**src/rtl/tx3_pkg.sv**
```systemverilog
package tx3_pkg;

  typedef enum logic [1:0] {
    LV_ZERO = 2'b00,
    LV_POS  = 2'b01,
    LV_NEG  = 2'b11
  } lvl_e;

  // Level reached after one scrambled bit
  function automatic lvl_e mlt3_step(lvl_e cur, logic up_next, logic one);
    if (!one) return cur;
    if (cur == LV_ZERO) return up_next ? LV_POS : LV_NEG;
    return LV_ZERO;
  endfunction

  // Direction of the next excursion away from zero
  function automatic logic mlt3_dir(lvl_e cur, logic up_next, logic one);
    return (one && cur == LV_ZERO) ? ~up_next : up_next;
  endfunction

endpackage

```
**src/rtl/sym_serializer.sv**
```systemverilog
module sym_serializer #(
  parameter int SYM_W = 5
) (
  input  logic             clk,
  input  logic             rst,
  input  logic             in_valid,
  input  logic [SYM_W-1:0] in_data,
  output logic             in_ready,
  output logic             bit_vld,
  output logic             bit_dat,
  output logic             grp_last
);
  localparam int IDX_W = (SYM_W > 1) ? $clog2(SYM_W) : 1;
  localparam logic [IDX_W-1:0] LAST_IDX = IDX_W'(SYM_W - 1);

  logic [SYM_W-1:0] sh_q;
  logic [IDX_W-1:0] idx_q;
  logic             busy_q;
  logic             take;

  assign grp_last = busy_q && (idx_q == LAST_IDX);
  assign in_ready = !busy_q || grp_last;
  assign take     = in_valid && in_ready;
  assign bit_vld  = busy_q;
  assign bit_dat  = sh_q[idx_q];

  always_ff @(posedge clk) begin
    if (rst) begin
      sh_q   <= '0;
      idx_q  <= '0;
      busy_q <= 1'b0;
    end else if (take) begin
      sh_q   <= in_data;
      idx_q  <= '0;
      busy_q <= 1'b1;
    end else if (busy_q) begin
      if (grp_last) busy_q <= 1'b0;
      else          idx_q  <= idx_q + 1'b1;
    end
  end
endmodule

```
**src/rtl/keystream_scr.sv**
```systemverilog
module keystream_scr #(
  parameter int                TAP_HI = 11,
  parameter int                TAP_LO = 9,
  parameter logic [TAP_HI-1:0] SEED   = 11'h5A5
) (
  input  logic              clk,
  input  logic              rst,
  input  logic              adv,
  input  logic              din,
  output logic              key,
  output logic              dout,
  output logic [TAP_HI-1:0] state
);
  logic [TAP_HI-1:0] st_q;

  assign key   = st_q[TAP_HI-1] ^ st_q[TAP_LO-1];
  assign dout  = din ^ key;
  assign state = st_q;

  always_ff @(posedge clk) begin
    if (rst)      st_q <= SEED;
    else if (adv) st_q <= {st_q[TAP_HI-2:0], key};
  end
endmodule

```
**src/rtl/mlt3_enc.sv**
```systemverilog
module mlt3_enc
  import tx3_pkg::*;
(
  input  logic       clk,
  input  logic       rst,
  input  logic       adv,
  input  logic       one,
  output logic [1:0] lvl
);
  lvl_e lvl_q;
  logic up_q;

  assign lvl = lvl_q;

  always_ff @(posedge clk) begin
    if (rst) begin
      lvl_q <= LV_ZERO;
      up_q  <= 1'b1;
    end else if (adv) begin
      lvl_q <= mlt3_step(lvl_q, up_q, one);
      up_q  <= mlt3_dir(lvl_q, up_q, one);
    end
  end
endmodule

```
**src/rtl/tx_mlt3_backend.sv**
```systemverilog
module tx_mlt3_backend #(
  parameter int                SYM_W  = 5,
  parameter int                TAP_HI = 11,
  parameter int                TAP_LO = 9,
  parameter logic [TAP_HI-1:0] SEED   = 11'h5A5
) (
  input  logic             clk,
  input  logic             rst,
  input  logic             grp_valid,
  input  logic [SYM_W-1:0] grp_data,
  output logic             grp_ready,
  output logic [1:0]       line_lvl
);
  // Named internal events for the checker
  logic              bit_vld;
  logic              bit_dat;
  logic              grp_last;
  logic              key_bit;
  logic              scr_bit;
  logic [TAP_HI-1:0] ks_state;
  logic              ks_zero;

  sym_serializer #(.SYM_W(SYM_W)) u_ser (
    .clk(clk), .rst(rst),
    .in_valid(grp_valid), .in_data(grp_data), .in_ready(grp_ready),
    .bit_vld(bit_vld), .bit_dat(bit_dat), .grp_last(grp_last)
  );

  keystream_scr #(.TAP_HI(TAP_HI), .TAP_LO(TAP_LO), .SEED(SEED)) u_scr (
    .clk(clk), .rst(rst),
    .adv(bit_vld), .din(bit_dat),
    .key(key_bit), .dout(scr_bit), .state(ks_state)
  );

  assign ks_zero = ~|ks_state;

  mlt3_enc u_mlt (
    .clk(clk), .rst(rst),
    .adv(bit_vld), .one(scr_bit),
    .lvl(line_lvl)
  );
endmodule

```
**config.mk**
```make
export PLATFORM = sky130hd
export DESIGN_NAME = tx_mlt3_backend
export DESIGN_NICKNAME = d
export VERILOG_FILES = /design/src/rtl/tx3_pkg.sv /design/src/rtl/sym_serializer.sv /design/src/rtl/keystream_scr.sv /design/src/rtl/mlt3_enc.sv /design/src/rtl/tx_mlt3_backend.sv
export SDC_FILE = /design/constraint.sdc
export NUM_CORES = 1
export LEC_CHECK = 0
export ABC_AREA = 1
export BUFFER_PORTS_ARGS = -buffer_cell sky130_fd_sc_hd__buf_4
export CAP_MARGIN = 20
export CORE_MARGIN = 2
export CORE_UTILIZATION = 48
export DETAILED_ROUTE_END_ITERATION = 16
export GPL_TIMING_DRIVEN = 1
export PLACE_DENSITY = 0.7
export SLEW_MARGIN = 20
export SYNTH_ARGS = -nofsm -noshare
export SYNTH_HDL_FRONTEND = slang
export SYNTH_SLANG_ARGS = --single-unit
```
**constraint.sdc**
```tcl
create_clock -name clk -period 1.6 [get_ports clk]
set_input_delay 0.16 -clock clk [delete_from_list [all_inputs] [get_ports clk]]
set_output_delay 0.16 -clock clk [all_outputs]
set_load 0.1 [all_outputs]
```
## After elaboration in Yosys (flattened, before gate mapping)

Index checks and enable logic that the tools add are counted.

- Register bits: 23
- Latch bits: 0
- Bits in writable memories: 0
- Bits in read-only memories: 0
- Input port bits: 8
- Output and inout port bits: 3
- Logic and storage cells: 39
- Memories kept: 0

- $add $sub $neg: 1
- Multipliers: 0
- Divide/modulo/power cells: 0
- Magnitude comparators: 1
- Eq/ne operators: 1
- Shift operators: 0
- Multiplexer cells: 17
- Bitwise logic cells: 4
- Reductions and logical operators: 9

Operator list:

| operator | count |
|---|---|
| 1-bit two-way mux | 11 |
| 2-bit two-way mux | 5 |
| 3-bit by 4-bit < comparator with 1-bit output, second input constant | 1 |
| 2-bit AND reduction | 2 |
| 3-bit by 1-bit adder with 3-bit output, second input constant | 1 |
| 1-bit binary-select mux with 3-bit select | 1 |
| 3-bit == test, second input constant | 1 |
| 1-bit logical AND | 3 |
| 2-bit logical NOT | 1 |
| 1-bit inverter | 2 |
| 2-bit OR reduction | 1 |
| 1-bit XOR | 2 |
| 1-bit logical NOT | 1 |
| 1-bit logical OR | 1 |

## Depth between registers and ports, before layout

- Depth in word-level cells: 11
- Mapped depth: 10
- Gate-level depth less buffers: 10

## Modules after synthesis

A second synthesis with hierarchy kept.

- Cell total of the unflattened synthesis: 133
- Area total of the unflattened synthesis: 993.5 um^2

Modules (own cells, without submodules):

| module | times used | cells an instance | area an instance (um^2) | sequential area each (um^2) |
|---|---|---|---|---|
| sym_serializer | 1 | 62 | 442.9 | 180.2 |
| keystream_scr | 1 | 56 | 426.7 | 220.2 |
| mlt3_enc | 1 | 15 | 123.9 | 60.1 |

## Worst setup path before layout

No wires, ideal clock.

- Path type: register to register
- Start: register u_ser.idx_q[0]
- End: register u_ser.idx_q[0]
- Setup time: 70 ps
- Arrival: 1,561 ps
- Required time: 1,530 ps
- Path slack: -31 ps
- Cell stages (with the launch flop): 7
- Buffers on the path: 0
- Period minus slack after synthesis: 1,631 ps
- Cell sequence: dfxtp_1 -> inv_2 -> ha_1 -> a21oi_4 -> inv_1 -> nand2_1 -> a21oi_1

- Word-level cells in the longest chain between the ends: 5
- Elaborated cells between the ends (all ways): 8
- Those cells by class: add/sub: 1; eq/ne: 1; bitwise: 1; reduce/logical: 5

RTL lines:

| item | line | text |
|---|---|---|
| start: declaration | sym_serializer.sv:17 | `logic [IDX_W-1:0] idx_q;` |
| start signal: assignment | sym_serializer.sv:38 | `else idx_q <= idx_q + 1'b1;` |
| 3-bit == test | sym_serializer.sv:21 | `assign grp_last = busy_q && (idx_q == LAST_IDX);` |
| 1-bit logical AND | sym_serializer.sv:21 |  |
| 1-bit logical OR | sym_serializer.sv:22 | `assign in_ready = !busy_q \|\| grp_last;` |
| named net grp_ready | tx_mlt3_backend.sv:11 | `output logic grp_ready,` |
| 1-bit logical AND | sym_serializer.sv:23 | `assign take = in_valid && in_ready;` |
| 2-bit OR reduction (no line) | -- |  |

The timed path passes the listed nets, and every way through them passes these cells.
A chain may end at the register's enable or synchronous reset.

## Final worst setup path

- Start: register u_ser.idx_q[0]
- End: output port grp_ready

- Word-level cells in the longest chain between the ends: 3

RTL lines:

| item | line |
|---|---|
| 3-bit == test | sym_serializer.sv:21 |
| 1-bit logical AND | sym_serializer.sv:21 |
| 1-bit logical OR | sym_serializer.sv:22 |
| end: declaration | tx_mlt3_backend.sv:11 |

No other way between the ends.

==> reports/qor.yml <==
track_usage_pct: 18.58
yosys.area_share.simple_pct: 27.63
area_growth_pct: 22.78
synth_xor_area_share_pct: 0.9434
period_share_pct: 96.50
yosysTopAreaCell: "dfxtp_1"
wl_per_cell_um: 11.12
final_area_sq_um: 1140
ys_types: 17
synth_area_per_cell_sq_um: 7.610
yosysWarnings: 0
die_x_um: 47.98
critPathCaptureType: "output pin"
finalHoldViolCount: 0
grt_pass1_vias: 666
drtIter0Drc: 14
dpl_cell_area_sq_um: 1050
netlist_area_sq_um: 928.4
cts_buffers: 3
worstSetupStartpointType: "register"
ir_drop_uv: 704.0
max-clock-path-buffers: 2
ys_seq_elements: 23
synthTopCellsByArea: "dfxtp_1, nand2_1, a21oi_1"
clkTransAtPathRegs_ns: 0.12
ys.flop_type: "dfxtp_1"
arrival_ns: 1.38
fin_crit_ns: 1.544
gp_congestion: 0.8895
final-setup-viol-count: 0
final_nets: 151
routed_wl_um: 1834
final_max_slew_viol_count: 0
grt_antenna_before_repair: 0
p_leak_nw: 0.5137
synth_async_sr_flop_share_pct: 0
start_util_pct: 52.62
yosys-top-cells-count: "nand2_1, dfxtp_1, nor2_1, a21oi_1, nand3_1"
yosysTopAreaCellShare_pct: 49.60
min_path_type: "in2reg"
pwr_density_cell_nw_per_um2: 1011
synth-compound-area-share_pct: 13.07
drv_cap: 0
grt_pass1_wl_um: 2891
multiInputGateArea_sq_um: 424.2
clock_tree.root_cell: "clkbuf_4"
max_clock_freq_mhz: 647.7
ant_nets: 0
cts_tree: "done"
viasPerCell: 4.885
diodes: 0
synthCells: 122
die-area_sq_um: 2302
worstHoldStart: "rst"
die_h_um: 47.98
synth_fa_ha_area_share_pct: 2.695
status: "finished, final reports clean"
crit_type: "reg2out"
layout.cells.non_filler: 165
rows: 15
synth-edff-count: 0
synth.most_common_cell: "nand2_1"
holdBufCountCts: 0
final.fill_count: 178
drt_pre_antenna_iters: 6
placed_cells: 155
syn_nets: 132
htree_num_levels: 1
cts.sinks: 23
regArea_sq_um: 465.4
dp_hpwl_um: 1217
slew_headroom_pct: 71.07
grt_max_degree: 18
overflow: 0
drive_gt1_share_pct: 22.86
startpoint: "u_ser.idx_q[0]"
r2r_start: "u_ser.idx_q[0]"
remaining_drc_errors: 0
worst_pin_slew_ns: 0.4335
cp.required_ns: 1.44
core_area_sq_um: 1764
synth_top_family_by_area: "simple AND/OR/NAND/NOR gates"
port_buffers: 10
cp_max_fo: 5
synth_mux_area_share_pct: 0
ys_seq_area_share_pct: 49.60
dr_total_vias: 806
fin_skew_ns: 0.003582
insertion_delay_ns: 0.30
ios: 11
[where the power goes]
part           internal [mW]  total (mW)  switching (mW)
Clock                 0.0931       0.258           0.165
Sequential             0.621       0.648          0.0275
Combinational         0.0880       0.246           0.158
Total                  0.802        1.15           0.351
[logic make-up after synthesis]
| logic type | after synthesis |
|---|---|
| and+or+nand+nor | 59 |
| DFF | 23 |
| AOI/OAI and AO/OA | 22 |
| buffers and inverters | 15 |
| adders and majority gates | 2 |
| xor gates and xnor gates | 1 |
[per-layer routing]
metal	share of wire, %	global-route usage (%)	vias to the layer above
li1	-	-	430
met1	48	27.08	353
met2	45	27.47	19
met3	3.9	2.264	4
met4	2.2	8.108	0
met5	0	0	-
[placed cells by master, fill, tap and decap left out, types with 3 or more instances in the layout]
cell	n
nand2_1	29
dfxtp_1	21
buf_4	16
nor2_1	14
nand3_1	11
a21oi_1	11
o21ai_0	10
inv_1	7
inv_2	3
clkbuf_4	3
[sequential cells by signal (all words and copies together), names as in the netlist]
| register | count |
|---|---|
| u_mlt.lvl | 2 |
| u_mlt.up_q | 1 |
| u_scr.state | 11 |
| u_ser.bit_vld | 1 |
| u_ser.idx_q | 3 |
| u_ser.sh_q | 5 |
[timing repair]
| action | 4_1_cts | 5_1_grt |
|---|---|---|
| hold endpoints to repair | 0 | 0 |
| buffers inserted | 2 | 4 |
| pin swaps | 1 | 1 |
| resized for setup | 1 | 5 |
| cloned | 0 | 0 |
| setup endpoints to repair | 1 | 1 |
[per-stage QoR]
| stage | power (mW) | setup WS (ns) | TNS (ns) | hold WS, ns | util, % |
|---|---|---|---|---|---|
| 2_1_floorplan | 0.8316 | 0.005317 | 0 | 0.2291 | - |
| 3_3_place_gp | 0.8818 | 0.2814 | 0 | 0.3709 | 59.50 |
| 3_5_place_dp | 0.8873 | 0.2245 | 0 | 0.3714 | 59.50 |
| 4_1_cts | 1.151 | 0.01316 | 0 | 0.03273 | 62.13 |
| 5_1_grt | 1.221 | -0.009640 | -0.009640 | 0.02954 | 64.61 |
| 6_report | 1.153 | 0.05598 | 0 | 0.04344 | 64.61 |
[worst max-delay path, stage by stage (launching register included)]
cell        delay (ns)
dfxtp_4           0.39
inv_4             0.05
ha_4              0.15
a21oi_4           0.16
clkinvlp_4        0.15
buf_12            0.18
[worst paths after layout]
path | slack, ns | end | cells past startpoint
worst max-delay path | 0.06 | grp_ready | 5
worst min-delay path | 0.04 | u_mlt.lvl[0] | 2
worst max register to register | 0.17 | u_ser.idx_q[2] | 8
worst min register to register | 0.48 | u_scr.state[2] | 2
[cell type report]
cell class              count  area share [%]
multi-input cells          84           37.21
clock inverters             1          0.4391
repair buffers             17           12.29
inverters                  12           4.501
clock buffers               3           1.976
flip-flops and latches     23           40.83
well taps                  25           2.744
Power figures use the tool's default switching activity.
